File: src/rtl/dspace_pkg.sv
package dspace_pkg;

    localparam int DATA_W = 8;
    localparam int PTR_W  = 16;

    typedef enum logic [1:0] {
        AM_PLAIN   = 2'b00,
        AM_DISP    = 2'b01,
        AM_POSTINC = 2'b10,
        AM_PREDEC  = 2'b11
    } amode_e;

    typedef enum logic [2:0] {
        RG_RF   = 3'd0,
        RG_IO   = 3'd1,
        RG_XIO  = 3'd2,
        RG_SRAM = 3'd3,
        RG_NONE = 3'd4
    } region_e;

    // True when addr lies in [base, base+size).
    function automatic logic in_window(input logic [31:0] addr,
                                       input int unsigned base,
                                       input int unsigned size);
        return (addr >= base) && (addr < base + size);
    endfunction

endpackage

File: src/rtl/dspace_agen.sv
module dspace_agen
    import dspace_pkg::*;
#(
    parameter int DISP_W = 6
) (
    input  amode_e             mode,
    input  logic [PTR_W-1:0]   ptr,
    input  logic [DISP_W-1:0]  disp,
    output logic [PTR_W-1:0]   ea,
    output logic [PTR_W-1:0]   ptr_upd
);
    localparam logic [PTR_W-1:0] ONE = PTR_W'(1);

    logic [PTR_W-1:0] disp_ext;
    logic [PTR_W-1:0] ptr_inc;
    logic [PTR_W-1:0] ptr_dec;

    assign disp_ext = PTR_W'(disp);
    assign ptr_inc  = ptr + ONE;
    assign ptr_dec  = ptr - ONE;

    always_comb begin
        ea      = ptr;
        ptr_upd = ptr;
        unique case (mode)
            AM_PLAIN:   begin ea = ptr;            ptr_upd = ptr;     end
            AM_DISP:    begin ea = ptr + disp_ext; ptr_upd = ptr;     end
            AM_POSTINC: begin ea = ptr;            ptr_upd = ptr_inc; end
            AM_PREDEC:  begin ea = ptr_dec;        ptr_upd = ptr_dec; end
            default:    begin ea = ptr;            ptr_upd = ptr;     end
        endcase
    end
endmodule

File: src/rtl/dspace_decode.sv
module dspace_decode
    import dspace_pkg::*;
#(
    parameter int RF_N   = 32,
    parameter int IO_N   = 64,
    parameter int XIO_N  = 160,
    parameter int SRAM_N = 1024,
    parameter int OFF_W  = 10
) (
    input  logic [PTR_W-1:0] ea,
    output region_e          region,
    output logic [OFF_W-1:0] offset
);
    localparam int unsigned RF_BASE   = 0;
    localparam int unsigned IO_BASE   = RF_BASE + RF_N;
    localparam int unsigned XIO_BASE  = IO_BASE + IO_N;
    localparam int unsigned SRAM_BASE = XIO_BASE + XIO_N;

    logic [31:0] a32;
    assign a32 = 32'(ea);

    always_comb begin
        region = RG_NONE;
        offset = '0;
        if (in_window(a32, RF_BASE, RF_N)) begin
            region = RG_RF;
            offset = OFF_W'(a32 - RF_BASE);
        end else if (in_window(a32, IO_BASE, IO_N)) begin
            region = RG_IO;
            offset = OFF_W'(a32 - IO_BASE);
        end else if (in_window(a32, XIO_BASE, XIO_N)) begin
            region = RG_XIO;
            offset = OFF_W'(a32 - XIO_BASE);
        end else if (in_window(a32, SRAM_BASE, SRAM_N)) begin
            region = RG_SRAM;
            offset = OFF_W'(a32 - SRAM_BASE);
        end
    end
endmodule

File: src/rtl/dspace_route.sv
module dspace_route
    import dspace_pkg::*;
#(
    parameter int OFF_W   = 10,
    parameter int RF_AW   = 5,
    parameter int IO_AW   = 6,
    parameter int XIO_AW  = 8,
    parameter int SRAM_AW = 10
) (
    input  logic              active,
    input  region_e           region,
    input  logic [OFF_W-1:0]  offset,
    input  logic              write,
    output logic [RF_AW-1:0]   rf_addr,
    output logic               rf_we,
    output logic               rf_re,
    input  logic [DATA_W-1:0]  rf_rdata,
    output logic [IO_AW-1:0]   io_addr,
    output logic               io_we,
    output logic               io_re,
    input  logic [DATA_W-1:0]  io_rdata,
    output logic [XIO_AW-1:0]  xio_addr,
    output logic               xio_we,
    output logic               xio_re,
    input  logic [DATA_W-1:0]  xio_rdata,
    output logic [SRAM_AW-1:0] sram_addr,
    output logic               sram_we,
    output logic               sram_re,
    input  logic [DATA_W-1:0]  sram_rdata,
    output logic [DATA_W-1:0]  rd_data
);
    localparam int NREG = 4;

    logic [NREG-1:0] sel;
    logic [NREG-1:0] we_v;
    logic [NREG-1:0] re_v;

    // One select line per addressable region.
    for (genvar g = 0; g < NREG; g++) begin : g_sel
        assign sel[g]  = active && (region == region_e'(g));
        assign we_v[g] = sel[g] && write;
        assign re_v[g] = sel[g] && !write;
    end

    assign rf_we   = we_v[RG_RF];
    assign rf_re   = re_v[RG_RF];
    assign io_we   = we_v[RG_IO];
    assign io_re   = re_v[RG_IO];
    assign xio_we  = we_v[RG_XIO];
    assign xio_re  = re_v[RG_XIO];
    assign sram_we = we_v[RG_SRAM];
    assign sram_re = re_v[RG_SRAM];

    // Offsets reach only the selected port; the others sit at zero.
    assign rf_addr   = sel[RG_RF]   ? RF_AW'(offset)   : '0;
    assign io_addr   = sel[RG_IO]   ? IO_AW'(offset)   : '0;
    assign xio_addr  = sel[RG_XIO]  ? XIO_AW'(offset)  : '0;
    assign sram_addr = sel[RG_SRAM] ? SRAM_AW'(offset) : '0;

    always_comb begin
        rd_data = '0;
        if (active && !write) begin
            unique case (region)
                RG_RF:   rd_data = rf_rdata;
                RG_IO:   rd_data = io_rdata;
                RG_XIO:  rd_data = xio_rdata;
                RG_SRAM: rd_data = sram_rdata;
                default: rd_data = '0;
            endcase
        end
    end
endmodule

File: src/rtl/dspace_unit.sv
module dspace_unit
    import dspace_pkg::*;
#(
    parameter int RF_N   = 32,
    parameter int IO_N   = 64,
    parameter int XIO_N  = 160,
    parameter int SRAM_N = 1024,
    parameter int DISP_W = 6
) (
    input  logic         clk,
    input  logic         rst,
    input  logic         req_valid,
    input  logic         req_write,
    input  logic [1:0]   req_mode,
    input  logic [15:0]  req_ptr,
    input  logic [5:0]   req_disp,
    input  logic [7:0]   req_wdata,
    output logic         ready,
    output logic         done,
    output logic         err,
    output logic [7:0]   rd_data,
    output logic [15:0]  ptr_next,
    output logic [7:0]   port_wdata,
    output logic [4:0]   rf_addr,
    output logic         rf_we,
    output logic         rf_re,
    input  logic [7:0]   rf_rdata,
    output logic [5:0]   io_addr,
    output logic         io_we,
    output logic         io_re,
    input  logic [7:0]   io_rdata,
    output logic [7:0]   xio_addr,
    output logic         xio_we,
    output logic         xio_re,
    input  logic [7:0]   xio_rdata,
    output logic [9:0]   sram_addr,
    output logic         sram_we,
    output logic         sram_re,
    input  logic [7:0]   sram_rdata
);
    localparam int RF_AW   = $clog2(RF_N);
    localparam int IO_AW   = $clog2(IO_N);
    localparam int XIO_AW  = $clog2(XIO_N);
    localparam int SRAM_AW = $clog2(SRAM_N);
    // The SRAM window is the widest region, so its offset width covers all.
    localparam int OFF_W   = SRAM_AW;

    typedef struct packed {
        region_e             region;
        logic [OFF_W-1:0]    offset;
        logic                write;
        logic [DATA_W-1:0]   wdata;
        logic [PTR_W-1:0]    ptr_upd;
    } stage_t;

    logic [PTR_W-1:0] ea_c;
    logic [PTR_W-1:0] ptr_upd_c;
    region_e          region_c;
    logic [OFF_W-1:0] offset_c;
    logic             busy_q;
    stage_t           st_q;
    logic             accept;

    // First cycle: effective address and region decode.
    dspace_agen #(.DISP_W(DISP_W)) u_agen (
        .mode    (amode_e'(req_mode)),
        .ptr     (req_ptr),
        .disp    (req_disp),
        .ea      (ea_c),
        .ptr_upd (ptr_upd_c)
    );

    dspace_decode #(
        .RF_N(RF_N), .IO_N(IO_N), .XIO_N(XIO_N), .SRAM_N(SRAM_N), .OFF_W(OFF_W)
    ) u_dec (
        .ea     (ea_c),
        .region (region_c),
        .offset (offset_c)
    );

    assign ready  = !busy_q;
    assign accept = req_valid && ready;

    always_ff @(posedge clk) begin
        if (rst) begin
            busy_q <= 1'b0;
            st_q   <= '{region: RG_NONE, default: '0};
        end else begin
            busy_q <= accept;
            if (accept) begin
                st_q.region  <= region_c;
                st_q.offset  <= offset_c;
                st_q.write   <= req_write;
                st_q.wdata   <= req_wdata;
                st_q.ptr_upd <= ptr_upd_c;
            end
        end
    end

    // Second cycle: drive the selected port and return data.
    dspace_route #(
        .OFF_W(OFF_W), .RF_AW(RF_AW), .IO_AW(IO_AW),
        .XIO_AW(XIO_AW), .SRAM_AW(SRAM_AW)
    ) u_route (
        .active     (busy_q),
        .region     (st_q.region),
        .offset     (st_q.offset),
        .write      (st_q.write),
        .rf_addr    (rf_addr),
        .rf_we      (rf_we),
        .rf_re      (rf_re),
        .rf_rdata   (rf_rdata),
        .io_addr    (io_addr),
        .io_we      (io_we),
        .io_re      (io_re),
        .io_rdata   (io_rdata),
        .xio_addr   (xio_addr),
        .xio_we     (xio_we),
        .xio_re     (xio_re),
        .xio_rdata  (xio_rdata),
        .sram_addr  (sram_addr),
        .sram_we    (sram_we),
        .sram_re    (sram_re),
        .sram_rdata (sram_rdata),
        .rd_data    (rd_data)
    );

    assign done       = busy_q;
    assign err        = busy_q && (st_q.region == RG_NONE);
    assign ptr_next   = st_q.ptr_upd;
    assign port_wdata = st_q.wdata;
endmodule

File: config.mk
export PLATFORM = sky130hd
export DESIGN_NAME = dspace_unit
export DESIGN_NICKNAME = d
export VERILOG_FILES = /design/src/rtl/dspace_pkg.sv /design/src/rtl/dspace_agen.sv /design/src/rtl/dspace_decode.sv /design/src/rtl/dspace_route.sv /design/src/rtl/dspace_unit.sv
export SDC_FILE = /design/constraint.sdc
export NUM_CORES = 1
export LEC_CHECK = 0
export BUFFER_PORTS_ARGS = -buffer_cell sky130_fd_sc_hd__buf_2
export CAP_MARGIN = 20
export CELL_PAD_IN_SITES_DETAIL_PLACEMENT = 0
export CELL_PAD_IN_SITES_GLOBAL_PLACEMENT = 1
export CORE_ASPECT_RATIO = 0.7
export CORE_MARGIN = 3
export CORE_UTILIZATION = 32
export CTS_CLUSTER_SIZE = 14
export DETAILED_ROUTE_END_ITERATION = 16
export HOLD_SLACK_MARGIN = 0.05
export PLACE_DENSITY_LB_ADDON = 0.1
export SYNTH_ARGS = -nofsm -noshare
export SYNTH_HDL_FRONTEND = slang
export SYNTH_SLANG_ARGS = --single-unit
File: constraint.sdc
create_clock -name clk -period 2.8 [get_ports clk]
set_clock_uncertainty 0.2 [all_clocks]
set_input_delay 0.28 -clock clk [delete_from_list [all_inputs] [get_ports clk]]
set_output_delay 0.28 -clock clk [all_outputs]
set_load 0.05 [all_outputs]
# == Word-level counts from Yosys, hierarchy flattened ==
# Cells that the tools add are included.
# totals
register_bits,39
input_bits,68
# classes
add_sub_neg,6
n_lt_le_gt_ge,8
eq_ne,7
n_mux,16
n_reduce_logical,25
# op_table
operator,count
16-bit case mux with 3 select lines,2
10-bit two-way mux,5
8-bit case mux with 4 select lines,1
1-bit logical AND,19
"16-bit by 1-bit adder with 16-bit output, second input constant",1
16-bit by 6-bit adder with 16-bit output,1
"16-bit by 1-bit >= comparator with 1-bit output, second input constant",1
"16-bit by 6-bit >= comparator with 1-bit output, second input constant",1
"16-bit by 7-bit >= comparator with 1-bit output, second input constant",1
"16-bit by 9-bit >= comparator with 1-bit output, second input constant",1
"16-bit by 11-bit < comparator with 1-bit output, second input constant",1
"16-bit by 6-bit < comparator with 1-bit output, second input constant",1
"16-bit by 7-bit < comparator with 1-bit output, second input constant",1
"16-bit by 9-bit < comparator with 1-bit output, second input constant",1
8-bit two-way mux,2
"16-bit by 1-bit subtractor with 16-bit output, second input constant",1
3-bit two-way mux,4
"10-bit by 6-bit subtractor with 10-bit output, second input constant",1
"10-bit by 7-bit subtractor with 10-bit output, second input constant",1
"10-bit by 9-bit subtractor with 10-bit output, second input constant",1
"3-bit by 2-bit equality test with 1-bit output, second input constant",2
6-bit two-way mux,1
5-bit two-way mux,1
"2-bit equality test, second input constant",2
other kinds (7),9

# == Longest topological paths before layout ==
# Gate-level depths: netlist of run 1.
# depth
depth_word,9
mapped_depth,14
mapped_depth_nobuf,13

# == Modules after synthesis ==
# A second synthesis of run 1 with hierarchy kept.
# hier_totals
cells_unflattened,526
hier_area_um2,4267.8
# by_module_without_submodules
mod,n_inst,cells_each,area_each_um2,seq_area_each_um2
dspace_unit,1,201,2031.9,780.7
dspace_agen,1,191,1267.5,0.0
dspace_route,1,72,538.0,0.0
dspace_decode,1,62,430.4,0.0

# == Worst setup path after synthesis of run 1 ==
# OpenSTA, ideal clock, no wires.
# synth_path
path_kind,input -> register
from,input port req_ptr[0]
to,register st_q[32] (netlist name)
setup_ns,0.076
arrival_ns,2.757
required_time_ns,2.524
path_slack_ns,-0.233
stages,14
n_path_buf,1
path_cell_list,clkbuf_1 -> inv_1 -> ha_1 -> or3b_2 -> or3_1 -> o221ai_1 -> nand2_1 -> inv_1 -> ha_1 -> nor4b_1 -> nand4_1 -> a21oi_1 -> a32oi_1 -> o22ai_1
# synth_via
elab_chain_cells,8
# synth_rtl
item,line_no,source
"start, declared",dspace_unit.sv:15,"input logic [15:0] req_ptr,"
16-bit by 1-bit subtractor with 16-bit output / 16-bit by 6-bit adder with 16-bit output (equally long branches),"dspace_agen.sv:20, dspace_agen.sv:27",
16-bit case mux with 3 select lines (*),dspace_agen.sv:25,unique case (mode)
16-bit by 9-bit >= comparator with 1-bit output / 16-bit by 11-bit < comparator with 1-bit output (equally long branches),dspace_pkg.sv:25,return (addr >= base) && (addr < base + size);
1-bit logical AND,dspace_pkg.sv:25,
10-bit two-way mux,dspace_decode.sv:34,"end else if (in_window(a32, SRAM_BASE, SRAM_N)) begin"
10-bit two-way mux,dspace_decode.sv:31,"end else if (in_window(a32, XIO_BASE, XIO_N)) begin"
10-bit two-way mux,dspace_decode.sv:28,"end else if (in_window(a32, IO_BASE, IO_N)) begin"
10-bit two-way mux (*),dspace_decode.sv:25,"if (in_window(a32, RF_BASE, RF_N)) begin"
# Mark *: on every way between the ends. The rest lies on a longest branch, timed or not.
# A chain may end at the register's enable or synchronous reset.

# == Worst setup path in the final report of run 1 ==
# layout_path
from,input port req_disp[0]
to,register st_q[32] (netlist name)
# layout_via
elab_chain_cells,8
# layout_rtl
item,line_no,source
"start, declared",dspace_unit.sv:16,"input logic [5:0] req_disp,"
16-bit by 6-bit adder with 16-bit output (*),dspace_agen.sv:27,AM_DISP: begin ea = ptr + disp_ext; ptr_upd = ptr; end
16-bit case mux with 3 select lines (*),dspace_agen.sv:25,
16-bit by 9-bit >= comparator with 1-bit output / 16-bit by 11-bit < comparator with 1-bit output (equally long branches),dspace_pkg.sv:25,
1-bit logical AND,dspace_pkg.sv:25,
10-bit two-way mux,dspace_decode.sv:34,
10-bit two-way mux,dspace_decode.sv:31,
10-bit two-way mux,dspace_decode.sv:28,
10-bit two-way mux (*),dspace_decode.sv:25,
# Marked as above.

==> results of run 1 <==
==> cells in the mapped netlist (all sizes together), types with 5 or more instances <==
master	instances	share of area, %
inv	14	1.4
nand4	12	1.9
nor2b	16	2.6
buf	34	5.9
o211ai	6	1.2
o22ai	6	0.97
a211oi	19	3.8
clkbuf	30	2.9
a21oi	28	3.6
or3	6	1.1
xor2	13	2.9
dfxtp	39	20
nor3	18	2.8
ha	12	3.9
nand2	62	6.0
o31ai	5	1.3
xnor2	11	2.5
mux4	8	4.6
and2	34	5.5
nor2	46	4.4
nand3	23	3.3
o21ai	17	2.2
and3	5	0.93
mux2i	5	1.3
nor4	5	1.6
==> metrics by stage <==
step	instance area, um2	setup TNS, ps	instances
after floorplan	3980	-175	525
after global placement	5310	-4270	856
after detailed placement	5310	-4450	856
after CTS	5730	0	881
after global routing	5950	-225	889
final	5950	-30.8	889
==> per-layer routing <==
layer | vias to the layer above | routed length [um] | GRT usage, % | part of all wire (%)
li1 | 2282 | - | - | -
met1 | 2128 | 7110 | 31.9 | 49
met2 | 169 | 6170 | 30.7 | 42
met3 | 11 | 1090 | 4.17 | 7.5
met4 | 0 | 153 | 3.91 | 1.1
met5 | - | 0 | 0 | 0
==> kinds of logic (layout without fill, tap and decap cells) <==
logic type / after synthesis / after routing
flip-flops: 39 / 39
XOR/XNOR: 24 / 24
adder cells (fa/ha/maj): 13 / 13
buffers and inverters: 79 / 290
AND/OR/NAND/NOR: 239 / 239
multiplexers: 13 / 13
AO/OA/AOI/OAI: 118 / 118
==> worst max path at each step <==
stage / to / slack, ps / cells after the start
detailed placement: st_q[32]$_SDFFE_PP0P_ / -450 / 11
finish: st_q[32]$_SDFFE_PP0P_ / -30 / 15
floorplan: st_q[32]$_SDFFE_PP0P_ / -30 / 10
global placement: st_q[35]$_SDFFE_PP0P_ / -450 / 11
global route: st_q[32]$_SDFFE_PP0P_ / -80 / 15
CTS: st_q[32]$_SDFFE_PP0P_ / 1 / 13
==> final cells by class <==
cell class,instances,area (um2)
Clock buffer,5,125
Clock inverter,3,43.8
Fill cell,1150,5460
Inverter,15,58.8
Multi-Input combinational cell,407,3000
Sequential cell,39,781
Tap cell,153,191
Timing Repair Buffer,267,1750
==> power groups by stage <==
| stage | Sequential (mW) | Combinational, mW | Clock, mW |
|---|---|---|---|
| CTS | 0.609 | 0.769 | 0.673 |
| finish | 0.609 | 0.834 | 0.659 |
| global route | 0.613 | 0.903 | 0.699 |
| detailed placement | 0.621 | 0.720 | 0 |
| global placement | 0.619 | 0.718 | 0 |
| floorplan | 0.615 | 0.466 | 0 |
==> worst reg2reg max path, delay by kind of cell (launching register included) <==
kind | cells | cell delay, ps
compound gates | 1 | 210
buf+inv | 1 | 330
flops | 1 | 350
simple gates | 2 | 530
==> what timing repair did <==
action	CTS	global route
hold buffers	9	0
gates cloned	0	0
gates resized for setup	16	41
hold endpoints to repair	9	0
setup buffers	8	9
setup endpoints to repair	11	13
pin swaps	13	28
==> registers in the layout (all words and copies together) (netlist names) <==
register / count
ptr_next: 16
st_q: 14
port_wdata: 8
done: 1
==> layout by cell type, fill, tap and decap left out, types with 3 or more instances in the layout <==
| cell | synthesis | layout |
|---|---|---|
| sky130_fd_sc_hd__dlygate4sd3_1 | 0 | 9 |
| sky130_fd_sc_hd__nand4_1 | 12 | 12 |
| sky130_fd_sc_hd__ha_4 | 0 | 7 |
| sky130_fd_sc_hd__nor3_2 | 4 | 5 |
| sky130_fd_sc_hd__buf_4 | 24 | 115 |
| sky130_fd_sc_hd__nand2_1 | 62 | 60 |
| sky130_fd_sc_hd__inv_1 | 14 | 11 |
| sky130_fd_sc_hd__or3_1 | 5 | 3 |
| sky130_fd_sc_hd__o31ai_1 | 4 | 3 |
| sky130_fd_sc_hd__buf_6 | 1 | 9 |
| sky130_fd_sc_hd__mux2i_1 | 5 | 5 |
| sky130_fd_sc_hd__nor2b_1 | 16 | 13 |
| sky130_fd_sc_hd__xnor2_1 | 11 | 10 |
| sky130_fd_sc_hd__or4_1 | 3 | 3 |
| sky130_fd_sc_hd__or3_4 | 1 | 3 |
| sky130_fd_sc_hd__nand3_1 | 22 | 20 |
| sky130_fd_sc_hd__xor2_1 | 13 | 13 |
| sky130_fd_sc_hd__a21oi_1 | 28 | 24 |
| sky130_fd_sc_hd__dfxtp_1 | 39 | 39 |
| sky130_fd_sc_hd__nor2_1 | 46 | 44 |
| sky130_fd_sc_hd__o211ai_1 | 6 | 6 |
| sky130_fd_sc_hd__clkbuf_16 | 0 | 5 |
| sky130_fd_sc_hd__and3_1 | 4 | 4 |
| sky130_fd_sc_hd__o21ba_2 | 3 | 3 |
| sky130_fd_sc_hd__a211oi_1 | 18 | 17 |
| sky130_fd_sc_hd__o22ai_1 | 6 | 6 |
| sky130_fd_sc_hd__nor4_1 | 3 | 3 |
| sky130_fd_sc_hd__nor3_1 | 14 | 11 |
| sky130_fd_sc_hd__a32oi_1 | 3 | 3 |
| sky130_fd_sc_hd__buf_2 | 3 | 132 |
| sky130_fd_sc_hd__and2_1 | 34 | 34 |
| sky130_fd_sc_hd__o21ai_0 | 16 | 14 |
| sky130_fd_sc_hd__mux4_2 | 8 | 8 |
| sky130_fd_sc_hd__nand2b_1 | 3 | 3 |
| sky130_fd_sc_hd__ha_1 | 12 | 3 |
==> flow_results.org, run 1 <==
** Critical path
- The number of cells on the worst reg-to-reg path is 4.
- Worst reg2reg setup slack :: roughly 1100 ps
- In this run the worst path has a maximum fanout of 7.
- Most common cell on crit path :: sky130_fd_sc_hd__buf_4
- Launching instance or port of the critical path :: req_disp[0]
- Required time worst endpoint :: approximately 2800 ps
- Arrival @ worst endpoint :: between 2000 and 3000 ps
- The endpoint identified for the worst register-to-register timing path is ptr_next[9]$_SDFFE_PP0P_.
- In this design, the stage delay of the slowest critical-path cell is between 300 and 400 ps.
- The critical path goes through buf_2 -> ha_4 -> buf_4 -> a211oi_4 -> buf_6 -> or3_4 -> a21oi_2 -> nor4_4 -> buf_4 -> nand3_4 -> buf_4 -> buf_4 -> a21o_2 -> a32oi_1 -> o22ai_1.
- Category of the most critical setup path :: input port to flip-flop
- The critical path contains buffers and inverters numbering 6 combined.
- Endpoint kind of the worst setup timing path :: flip-flop
- In this run the critical register-to-register path is launched from done$_SDFF_PP0_.
- In this design, the largest share of critical-path delay is due to buffers and inverters.
- Startpoint types :: input port
- The slowest stage of the critical path is the sky130_fd_sc_hd__nor4_4 cell.

** Pwr
- Cell internal power was estimated by the tool at 1.38 mW.
- In this run the power spent charging and discharging nets is about 0.72 mW.
- Combinational logic burns between 30% and 40% of the power.
- Of the total power, registers draw slightly below 30%.
- Summing internal, switching and leakage power gives about 2.1 mW.
- Worst voltage drop across the vdd grid :: ~0.00023 V
- The clock network accounts for 31.4% of the total power.
- Power density over cell area :: 353 nW/um2
- Leakage power :: ~2.6 nW
- In this run switching power makes up roughly a third of total power.

** Worst hold path
- Destination of the worst hold path :: port_wdata[4]$_SDFFE_PP0P_
- Worst min path class :: flip-flop to flip-flop
- Number of cells on the worst hold path :: 2
- Hold wc startpoint :: port_wdata[4]$_SDFFE_PP0P_

** Job
- Across the run, the number of max-cap violations was 0.

** Routing
- After the first detailed-routing iteration, the DRC count stood at slightly below 300.
- Routed wire length :: ~15000 um
- Via density per instance :: between 5 and 6
- Via count of the routed design :: around 4.6k
- Final ANT Viol Nets :: 0
- In the final routed layout, each cell accounts on average for 16.3 um.
- Length of the first detailed-routing pass in iterations :: 5
- For this run, design rule violations remaining after detail routing come to 0.

** Placed design
- Pre-CTS setup slack :: -453 ps
- Input and output buffers added on the ports amount to roughly 140.
- Routability-driven placement congestion ratio :: approximately 0.92
- Summed over all nets, the half-perimeter wirelength after detailed placement is 11400 um.

** Logic synthesis
- Of the total synthesized cell area, the portion taken by full adders, half adders and majority gates is 4.38%.
- Summing the areas of all compound-gate instances in the mapped netlist gives a little over a fifth of the synthesized area.
- Post-Synth XOR/XNOR Area :: roughly 5.4%
- Number of storage elements in the synthesis netlist :: 39
- The most used flip-flop cell after synthesis is sky130_fd_sc_hd__dfxtp_1.
- Asr flop ratio synth :: 0%
- The synthesized netlist devotes 32.6% of its cell area to simple gates.
- In this run, distinct cell masters in the synthesized netlist total 68.
- Synth warnings :: 0
- Counting flops with a built-in enable in the synthesized netlist gives 0.
- Gate Count Post-Synth :: about 530
- Proportion of synthesized chip area in sequential cells :: 20.1%
- Each instance of the synthesized netlist takes up on average approximately 7.4 um2.
- Syn nets :: around 610
- After synthesis, the largest family of logic cells by area is simple AND/OR/NAND/NOR gates.
- Post-synthesis mux area share :: 5.93%
- Netlist Area Pre-Place :: around 3900 um2

** Clock network
- Clock latency on the worst-skew pair :: between 200 and 300 ps
- Clock-pin slew was measured on the worst setup and hold paths at 60 ps.
- Maximum buffer depth of the clock tree :: 2
- The H-tree was split into 2 levels.
- CTS tree :: yes
- The cell sitting at the root of the clock tree is a sky130_fd_sc_hd__clkbuf_16.
- Inserted Clock Buffers :: 5
- Count of clock tree sinks :: 39

** Status
- The flow ran to the end, but the final reports show violations.
- The checks that failed: negative setup slack.

** STA
- In the post-route analysis, the smallest setup slack over all paths is -30.8 ps.
- Setup repair after global routing could not meet its margin everywhere.
- The count of endpoints failing hold in the final timing report came to 0.
- For the finished layout, the period the worst path requires is approximately 2800 ps.
- For the pin with the worst max-slew slack, the measured transition is 625 ps.
- Final-layout worst hold slack :: approximately 250 ps
- Share of the clock period used by the worst path :: 101%
- Timing would allow up to ~350 MHz.
- Number of slew-limit violations in the final report :: 0
- Number of failing setup endpoints in the final timing report :: 1
- Relative slew slack :: around three fifths

** Global route
- Entering global routing, the biggest net connects 39 pins.
- Number of global-route vias before repair :: roughly 4.4k
- First-pass GRT wire length :: roughly 23000 um
- The total overflow left after global routing is 0.
- Global routing consumed, over all layers together, 21.0% of the routing resources.
- Antenna violations before repair :: 0

** Floorplanning
- The floorplan step defined a die boundary enclosing approximately 14000 um2.
- Die Y-Extent :: around 98 um
- Floorplan core area :: 11400 um2
- In this run the horizontal extent of the chip is about 140 um.
- Num ports :: 140
- Std cell rows :: 32
- The initial utilization of the core area, before any placement, comes to 34.0%.

** Cells and area
- Post-Route Utilization :: roughly 52%
- Ratio of cells with drive above 1 in the final layout :: a little under half
- The repair_antennas step left the layout with diodes totalling 0.
- Total Nets Final :: about 820
- Relative to the synthesized area, the layout overhead comes to 53.4%.
No activity file was read; power rests on OpenSTA's default activity.
==> run 2, diff against run 1 <==
--- a/config.mk
+++ b/config.mk
@@ -15,7 +15,7 @@
 export CTS_CLUSTER_SIZE = 14
 export DETAILED_ROUTE_END_ITERATION = 16
 export HOLD_SLACK_MARGIN = 0.05
-export PLACE_DENSITY_LB_ADDON = 0.1
+export PLACE_DENSITY_LB_ADDON = 0.05
 export SYNTH_ARGS = -nofsm -noshare
 export SYNTH_HDL_FRONTEND = slang
 export SYNTH_SLANG_ARGS = --single-unit
==> flow_results.org, run 2 (synthesized netlist as in run 1, its figures left out) <==
** Status
- Result of the run: finished with violations (unchanged).
- Failing checks :: negative setup slack (unchanged)

** Clock network
- Worst-path clk slew :: 50 ps (was 60 ps)
- The TritonCTS clock tree is yes (unchanged).
- The maximum count of clock buffers along a single path came to 2 (unchanged).
- The total clock sinks is 39 (unchanged).
- The master cell of the clock root buffer is sky130_fd_sc_hd__clkbuf_16 (unchanged).
- The clock insertion delay at the later pin of the skew report is 280 ps (was 290 ps).
- The number of buffers inserted during clock tree synthesis was 5 (unchanged).
- The H-tree depth reported by CTS is 2 (unchanged).

** Routing
- Met2 wirelength from detailed routing :: 6030 um (was 6170 um)
- The count of TritonRoute iterations in the first routing pass came to 5 (unchanged).
- The post-route DRC violation count is 0 (unchanged).
- The antenna violation net count after detailed routing is 0 (unchanged).
- Via count of the routed design :: 4657 (was 4590)
- The met1 wire length is 7030 um (was 7110 um).
- Via density per instance :: 5.22 (was 5.16)
- The detailed-route wire length per cell is 16.2 um (was 16.3 um).
- Highest routing layer actually used :: met4 (unchanged)
- The initial DRC count is 326 (was 289).
- Routed wire length :: 14500 um (about the same)
- The amount of wire on met3 after detailed routing came to 1200 um (was 1090 um).

** Critical path
- The kind of cell with the highest combined delay on the critical path was compound AO/OA/AOI/OAI gates (was buffers and inverters).
- The slowest cell on the critical path is sky130_fd_sc_hd__or3_4 (was sky130_fd_sc_hd__nor4_4).
- Worst reg2reg endpoint :: ptr_next[7]$_SDFFE_PP0P_ (was ptr_next[9]$_SDFFE_PP0P_)
- Delay of the slowest cell on the worst path :: 430 ps (was 360 ps)
- Startpoint types :: input port (unchanged)
- Reg-to-Reg Start :: done$_SDFF_PP0_ (unchanged)
- Category of the most critical setup path :: input port to flip-flop (unchanged)
- Arrival @ worst endpoint :: 2830 ps (was 2790 ps)
- The worst-case reg-to-reg path depth is 4 (unchanged).
- Crit path to :: st_q[32]$_SDFFE_PP0P_ (unchanged)
- The beginning of the critical path was req_ptr[0] (was req_disp[0]).
- The cell depth of the worst setup path is 12 (was 15).
- WP buf/inv :: 2 (was 6)
- Cell-by-cell listing of the critical path :: buf_12 -> ha_4 -> fa_2 -> a21oi_2 -> buf_4 -> o211a_4 -> o22ai_1 -> xnor2_2 -> nand3_4 -> or3_4 -> o31ai_4 -> o22ai_1 (was buf_2 -> ha_4 -> buf_4 -> a211oi_4 -> buf_6 -> or3_4 -> a21oi_2 -> nor4_4 -> buf_4 -> nand3_4 -> buf_4 -> buf_4 -> a21o_2 -> a32oi_1 -> o22ai_1)
- Largest fanout on the critical path :: 5 (was 7)
- Worst reg2reg setup slack :: 1010 ps (was 1090 ps)
- Endpoint kind of the worst setup timing path :: flip-flop (unchanged)
- The most common cell type on the critical path was sky130_fd_sc_hd__o22ai_1 (was sky130_fd_sc_hd__buf_4).
- Required time worst endpoint :: 2760 ps (about the same)

** Cells and area
- Commonest non-fill, non-tap cells in the layout :: sky130_fd_sc_hd__buf_2, sky130_fd_sc_hd__buf_4, sky130_fd_sc_hd__nand2_1 (unchanged)
- The final net count came to 819 (was 816).
- The area growth from synthesis to layout came to 57.3% (was 53.4%).
- The total inserted antenna cells is 0 (unchanged).
- Most common cell after layout, fill and taps aside :: sky130_fd_sc_hd__buf_2 (unchanged)
- The layout cell share with drive strength beyond 1 is 46.4% (was 45.5%).
- The flip-flop count of the largest register, all copies and words added was 16 (unchanged).

** Pwr
- Worst voltage drop across the vdd grid :: 0.000228 V (was 0.000226 V)
- Total chip power :: 2.19 mW (was 2.10 mW)
- The leakage power figure was 2.68 nW (was 2.64 nW).
- The power density normalized to cell area is 359 nW/um2 (was 353 nW/um2).

** Floorplanning
- Floorplan core area :: 11400 um2 (unchanged)
- The initial standard-cell utilization of the core is 34.0% (unchanged).
- The die area is 13500 um2 (unchanged).
- The floorplan die width came to 138 um (unchanged).
- Die Y-Extent :: 98.1 um (unchanged)
- Std cell rows :: 32 (unchanged)
- Num ports :: 140 (unchanged)

** STA
- The total negative slack for setup checks is -159 ps (was -30.8 ps).
- The final hold slack came to 54.9 ps (was 249 ps).
- RSZ-0062 raised after global routing :: true (unchanged)
- The worst-margin pin slew was 624 ps (was 625 ps).
- Final period demand of the worst path :: 2870 ps (was 2830 ps)
- Number of slew-limit violations in the final report :: 0 (unchanged)
- The maximum achievable frequency is 349 MHz (was 353 MHz).
- The final setup violation count was 6 (was 1).
- The worst slew margin relative to its limit came to 57.7% (was 58.3%).
- Setup slack of the critical path after layout :: -65.3 ps (was -30.8 ps)
- Final hold vios :: 0 (unchanged)
- The final period utilization was 102% (was 101%).

** Global route
- First-pass GRT wire length :: 22200 um (was 23100 um)
- The total routing usage reported by global routing came to 20.5% (was 21.0%).
- The largest net degree at the start of global routing was 36 (was 39).
- The initial antenna violation count is 0 (unchanged).
- The total congestion overflow was 0 (unchanged).
- The via count of the first global-routing pass was 4290 (was 4394).

** Job
- Total of max-cap violations :: 0 (unchanged)

** Worst hold path
- Worst min path class :: input port to flip-flop (was flip-flop to flip-flop)

** Placed design
- The weighted congestion at the end of routability-driven global placement is 0.942 (was 0.919).
- # port buffers :: 139 (unchanged)
- HPWL Detailed :: 11500 um (was 11400 um)
run 2: cell count changes in the layout (fill, tap and decap cells not counted), sizes merged:
cell    change
bufinv      +1
clkinv      -2
buf         +3
clkbuf      +1
run 2: power breakdown:
group / switching, mW / internal (mW) / total (mW)
combinational: 0.475 / 0.379 / 0.854
clock: 0.215 / 0.510 / 0.726
sequential: 0.0234 / 0.587 / 0.610
total: 0.714 / 1.48 / 2.19
run 2: worst min path at each step:
stage	start	to	slack, ps	cells past startpoint
after floorplan	rst	done$_SDFF_PP0_	210	1
after global placement	port_wdata[2]$_SDFFE_PP0P_	port_wdata[2]$_SDFFE_PP0P_	240	2
after detailed placement	st_q[33]$_SDFFE_PP0P_	st_q[33]$_SDFFE_PP0P_	250	2
after CTS	rst	st_q[32]$_SDFFE_PP0P_	50	2
after global routing	rst	st_q[32]$_SDFFE_PP0P_	70	2
final	rst	st_q[32]$_SDFFE_PP0P_	50	2
run 2: area by class of cell:
type / count / area [um2]
flip-flops and latches: 39 / 782
fillers: 1112 / 5310
well taps: 153 / 191
repair buffers: 270 / 1810
clock buffers: 6 / 129
inverters: 15 / 61.3
clock inverters: 2 / 60.1
multi-input cells: 407 / 3070
run 2: per-stage QoR:
step           utilization (%)  std cells  worst slack [ps]  instance area (um2)
2_1_floorplan                -        525             -25.9                 3980
3_3_place_gp              46.4        856              -446                 5290
3_5_place_dp              46.4        856              -454                 5290
4_1_cts                   50.0        876             -16.4                 5710
5_1_grt                   53.5        892              -135                 6100
6_report                  53.5        892             -65.3                 6100
run 2: metal layers:
metal / GRT usage (%) / vias up
met1: 31.0 / 2151
met2: 28.7 / 201
met5: 0 / -
met4: 4.29 / 0
met3: 5.51 / 12
li1: - / 2293
run 2: timing repair:
action / CTS / global route
endpoints found under the setup margin: 11 / 16
hold endpoints to repair: 9 / 0
hold buffers: 9 / 0
gates resized for setup: 21 / 59
cloned: 0 / 1
pin swaps: 12 / 32
buffers inserted: 3 / 15
==> run 3, diff against run 2 <==
--- a/config.mk
+++ b/config.mk
@@ -11,7 +11,7 @@
 export CELL_PAD_IN_SITES_GLOBAL_PLACEMENT = 1
 export CORE_ASPECT_RATIO = 0.7
 export CORE_MARGIN = 3
-export CORE_UTILIZATION = 32
+export CORE_UTILIZATION = 38
 export CTS_CLUSTER_SIZE = 14
 export DETAILED_ROUTE_END_ITERATION = 16
 export HOLD_SLACK_MARGIN = 0.05
==> constraint.sdc (replaced) <==
create_clock -name clk -period 3.3 [get_ports clk]
set_clock_uncertainty 0.2 [all_clocks]
set_input_delay 0.33 -clock clk [delete_from_list [all_inputs] [get_ports clk]]
set_output_delay 0.33 -clock clk [all_outputs]
set_load 0.05 [all_outputs]
==> flow_results.org, run 3 (synthesized netlist as in run 1, its figures left out) <==
** Status
- Result of the run: completed (was finished with violations).

** Pwr
- Total chip power :: 1.68 mW (was 2.19 mW)
- Leakage power :: 2.20 nW (was 2.68 nW)
- The power density normalized to cell area is 336 nW/um2 (was 359 nW/um2).
- Worst voltage drop across the vdd grid :: 0.000195 V (was 0.000228 V)

** Critical path
- WP buf/inv :: 2 (unchanged)
- The critical path launch point type is an input port (unchanged).
- Cell-by-cell listing of the critical path: buf_2 -> ha_1 -> buf_4 -> a211oi_2 -> nor3_1 -> or4_1 -> o211ai_1 -> o2111ai_1 -> or3_4 -> o31ai_4 -> o22ai_1 (was buf_12 -> ha_4 -> fa_2 -> a21oi_2 -> buf_4 -> o211a_4 -> o22ai_1 -> xnor2_2 -> nand3_4 -> or3_4 -> o31ai_4 -> o22ai_1).
- The largest incremental delay on the critical path was 500 ps (was 430 ps).
- The critical path capture point type is a flip-flop (unchanged).
- Largest delay share family, worst path :: simple AND/OR/NAND/NOR gates (was compound AO/OA/AOI/OAI gates)
- Crit path to :: st_q[32]$_SDFFE_PP0P_ (unchanged)
- The biggest fanout along the worst timing path was 6 (was 5).
- The worst setup slack for register-to-register paths came to 1400 ps (was 1010 ps).
- The endpoint required time on the critical path came to 3230 ps (was 2760 ps).
- Launching instance or port of the critical path :: req_ptr[0] (unchanged)
- Category of the most critical setup path :: input port to flip-flop (unchanged)
- Number of gates on the worst path with buffers counted :: 11 (was 12)
- Standard cell with the maximum stage delay on the critical path :: sky130_fd_sc_hd__or4_1 (was sky130_fd_sc_hd__or3_4)
- Number of cells traversed by the worst register-to-register path :: 4 (unchanged)
- The start of the worst register-to-register path is done$_SDFF_PP0_ (unchanged).
- Worst reg2reg endpoint :: ptr_next[11]$_SDFFE_PP0P_ (was ptr_next[7]$_SDFFE_PP0P_)
- Arrival @ worst endpoint :: 3030 ps (was 2830 ps)

** Floorplanning
- The die area was 11500 um2 (was 13500 um2).
- Die span in x :: 127 um (was 138 um)
- The die height came to 90.6 um (was 98.1 um).
- The total I/O pin count came to 140 (unchanged).
- Floorplan core area :: 9830 um2 (was 11400 um2)
- Std cell rows :: 30 (was 32)
- The initial standard-cell utilization of the core is 39.5% (was 34.0%).

** Global route
- The total routing usage reported by global routing is 21.4% (was 20.5%).
- The total congestion overflow came to 0 (unchanged).
- The initial antenna violation count is 0 (unchanged).
- First-pass GRT wire length :: 20300 um (was 22200 um)
- The largest net degree at the start of global routing is 39 (was 36).
- Number of global-route vias before repair :: 3742 (was 4290)

** Clock network
- Clock latency on the worst-skew pair :: 280 ps (about the same)
- The total setup buffers inserted after CTS came to 0 (was 3).
- Clk root buf :: sky130_fd_sc_hd__clkbuf_16 (unchanged)
- The post-CTS clock slew at the launch and capture registers of the worst setup and hold paths is 60 ps (was 50 ps).
- Count of clock tree sinks :: 39 (unchanged)
- Count of cells resized by post-cts repair :: 0 (was 21)
- CTS tree :: yes (unchanged)
- The number of hold buffers added after CTS was 0 (was 9).
- Htree depth :: 2 (unchanged)
- Maximum buffer depth of the clock tree :: 2 (unchanged)
- Inserted Clock Buffers :: 5 (unchanged)

** Cells and area
- The total inserted antenna cells is 0 (unchanged).
- The area growth from synthesis to layout came to 28.6% (was 57.3%).
- Commonest non-fill, non-tap cells in the layout: sky130_fd_sc_hd__buf_2, sky130_fd_sc_hd__nand2_1, sky130_fd_sc_hd__buf_4 (was sky130_fd_sc_hd__buf_2, sky130_fd_sc_hd__buf_4, sky130_fd_sc_hd__nand2_1).
- Most common cell after layout, fill and taps aside :: sky130_fd_sc_hd__buf_2 (unchanged)
- The flip-flop count of the largest register, all copies and words added came to 16 (unchanged).
- Total area of sequential cells :: 781 um2 (was 782 um2)
- Ratio of cells with drive above 1 in the final layout :: 34.4% (was 46.4%)
- The final net count is 737 (was 819).
- Multi-input gate area :: 2730 um2 (was 3070 um2)
- The number of filler cells placed in the layout came to 1003 (was 1112).

** Routing
- Final ANT Viol Nets :: 0 (unchanged)
- The sum of routed wire length over all layers came to 12900 um (was 14500 um).
- Residual DRC :: 0 (unchanged)
- Via count of the routed design :: 4242 (was 4657)
- Routed wirelength normalized by instance count :: 16.4 um (was 16.2 um)
- The initial DRC count was 270 (was 326).
- The vias per cell was 5.40 (was 5.22).
- The count of TritonRoute iterations in the first routing pass came to 5 (unchanged).

** Placed design
- The weighted congestion at the end of routability-driven global placement is 0.971 (was 0.942).
- # port buffers :: 139 (unchanged)
- HPWL Detailed :: 10500 um (was 11500 um)

** STA
- Final-layout worst hold slack :: 86.4 ps (was 54.9 ps)
- Number of failing setup endpoints in the final timing report :: 0 (was 6)
- Transition time at the pin with the least slew margin :: 880 ps (was 624 ps)
- The worst slew margin relative to its limit came to 40.8% (was 57.7%).
- For this run, the top clock speed supported by timing is approximately 320 MHz.
- Final hold vios :: 0 (unchanged)
- The max-slew violation count is 0 (unchanged).
- The worst path in the final design needs a cycle of 3100 ps, including I/O delays and setup.
- The worst path uses 94.0% of the clock period.

** Job
- The max-cap violation count came to 0 (unchanged).

** Worst hold path
- Worst min path class :: input port to flip-flop (unchanged)
==> run 3: how the worst min path moves through the flow <==
stage | slack [ps] | cells past startpoint | endpoint | startpoint
floorplan | 220 | 2 | st_q[34]$_SDFFE_PP0P_ | st_q[34]$_SDFFE_PP0P_
global placement | 240 | 2 | port_wdata[3]$_SDFFE_PP0P_ | port_wdata[3]$_SDFFE_PP0P_
detailed placement | 250 | 2 | st_q[34]$_SDFFE_PP0P_ | st_q[34]$_SDFFE_PP0P_
CTS | 80 | 3 | port_wdata[1]$_SDFFE_PP0P_ | req_wdata[1]
global route | 90 | 3 | st_q[24]$_SDFFE_PP0P_ | req_write
finish | 90 | 3 | st_q[24]$_SDFFE_PP0P_ | req_write
==> run 3: layout make-up <==
type / count / area share (%)
flip-flops and latches: 39 / 15.6
clock buffers: 6 / 2.58
inverters: 15 / 1.13
clock inverters: 2 / 1.20
well taps: 128 / 3.21
multi-input cells: 407 / 54.7
repair buffers: 188 / 21.6
==> run 3: worst reg2reg max path, stage by stage, from the launching register on <==
cell and delay (ps):
sky130_fd_sc_hd__dfxtp_1 350, sky130_fd_sc_hd__nor2b_4 660, sky130_fd_sc_hd__buf_4 330, sky130_fd_sc_hd__nor2_1 60, sky130_fd_sc_hd__a211oi_1 210
==> run 3: per-layer routing <==
| layer | up-vias | wire length, um | GRT usage, % |
|---|---|---|---|
| met5 | - | 0 | 0 |
| met2 | 176 | 5230 | 28.8 |
| met4 | 0 | 59 | 2.50 |
| li1 | 2120 | - | - |
| met3 | 8 | 1120 | 3.25 |
| met1 | 1938 | 6500 | 35.8 |
==> run 3: power breakdown <==
part	total (mW)	leakage [nW]	internal (mW)	switching (mW)
clock	0.613	0.0911	0.433	0.180
combinational	0.544	1.79	0.205	0.338
sequential	0.519	0.320	0.498	0.0212
total	1.68	2.20	1.14	0.540
==> run 3: metrics by stage <==
step                      setup slack [ps]  std cells  cell area, um2  setup TNS (ps)  utilization, %
after floorplan                        217        525            3880               0               -
after CTS                             95.9        785            4970               0            50.5
after global routing                 -7.85        785            4990           -7.85            50.8
after global placement               -57.5        777            4780           -58.5            48.6
final                                  199        785            4990               0            50.8
after detailed placement              -190        777            4780            -409            48.6
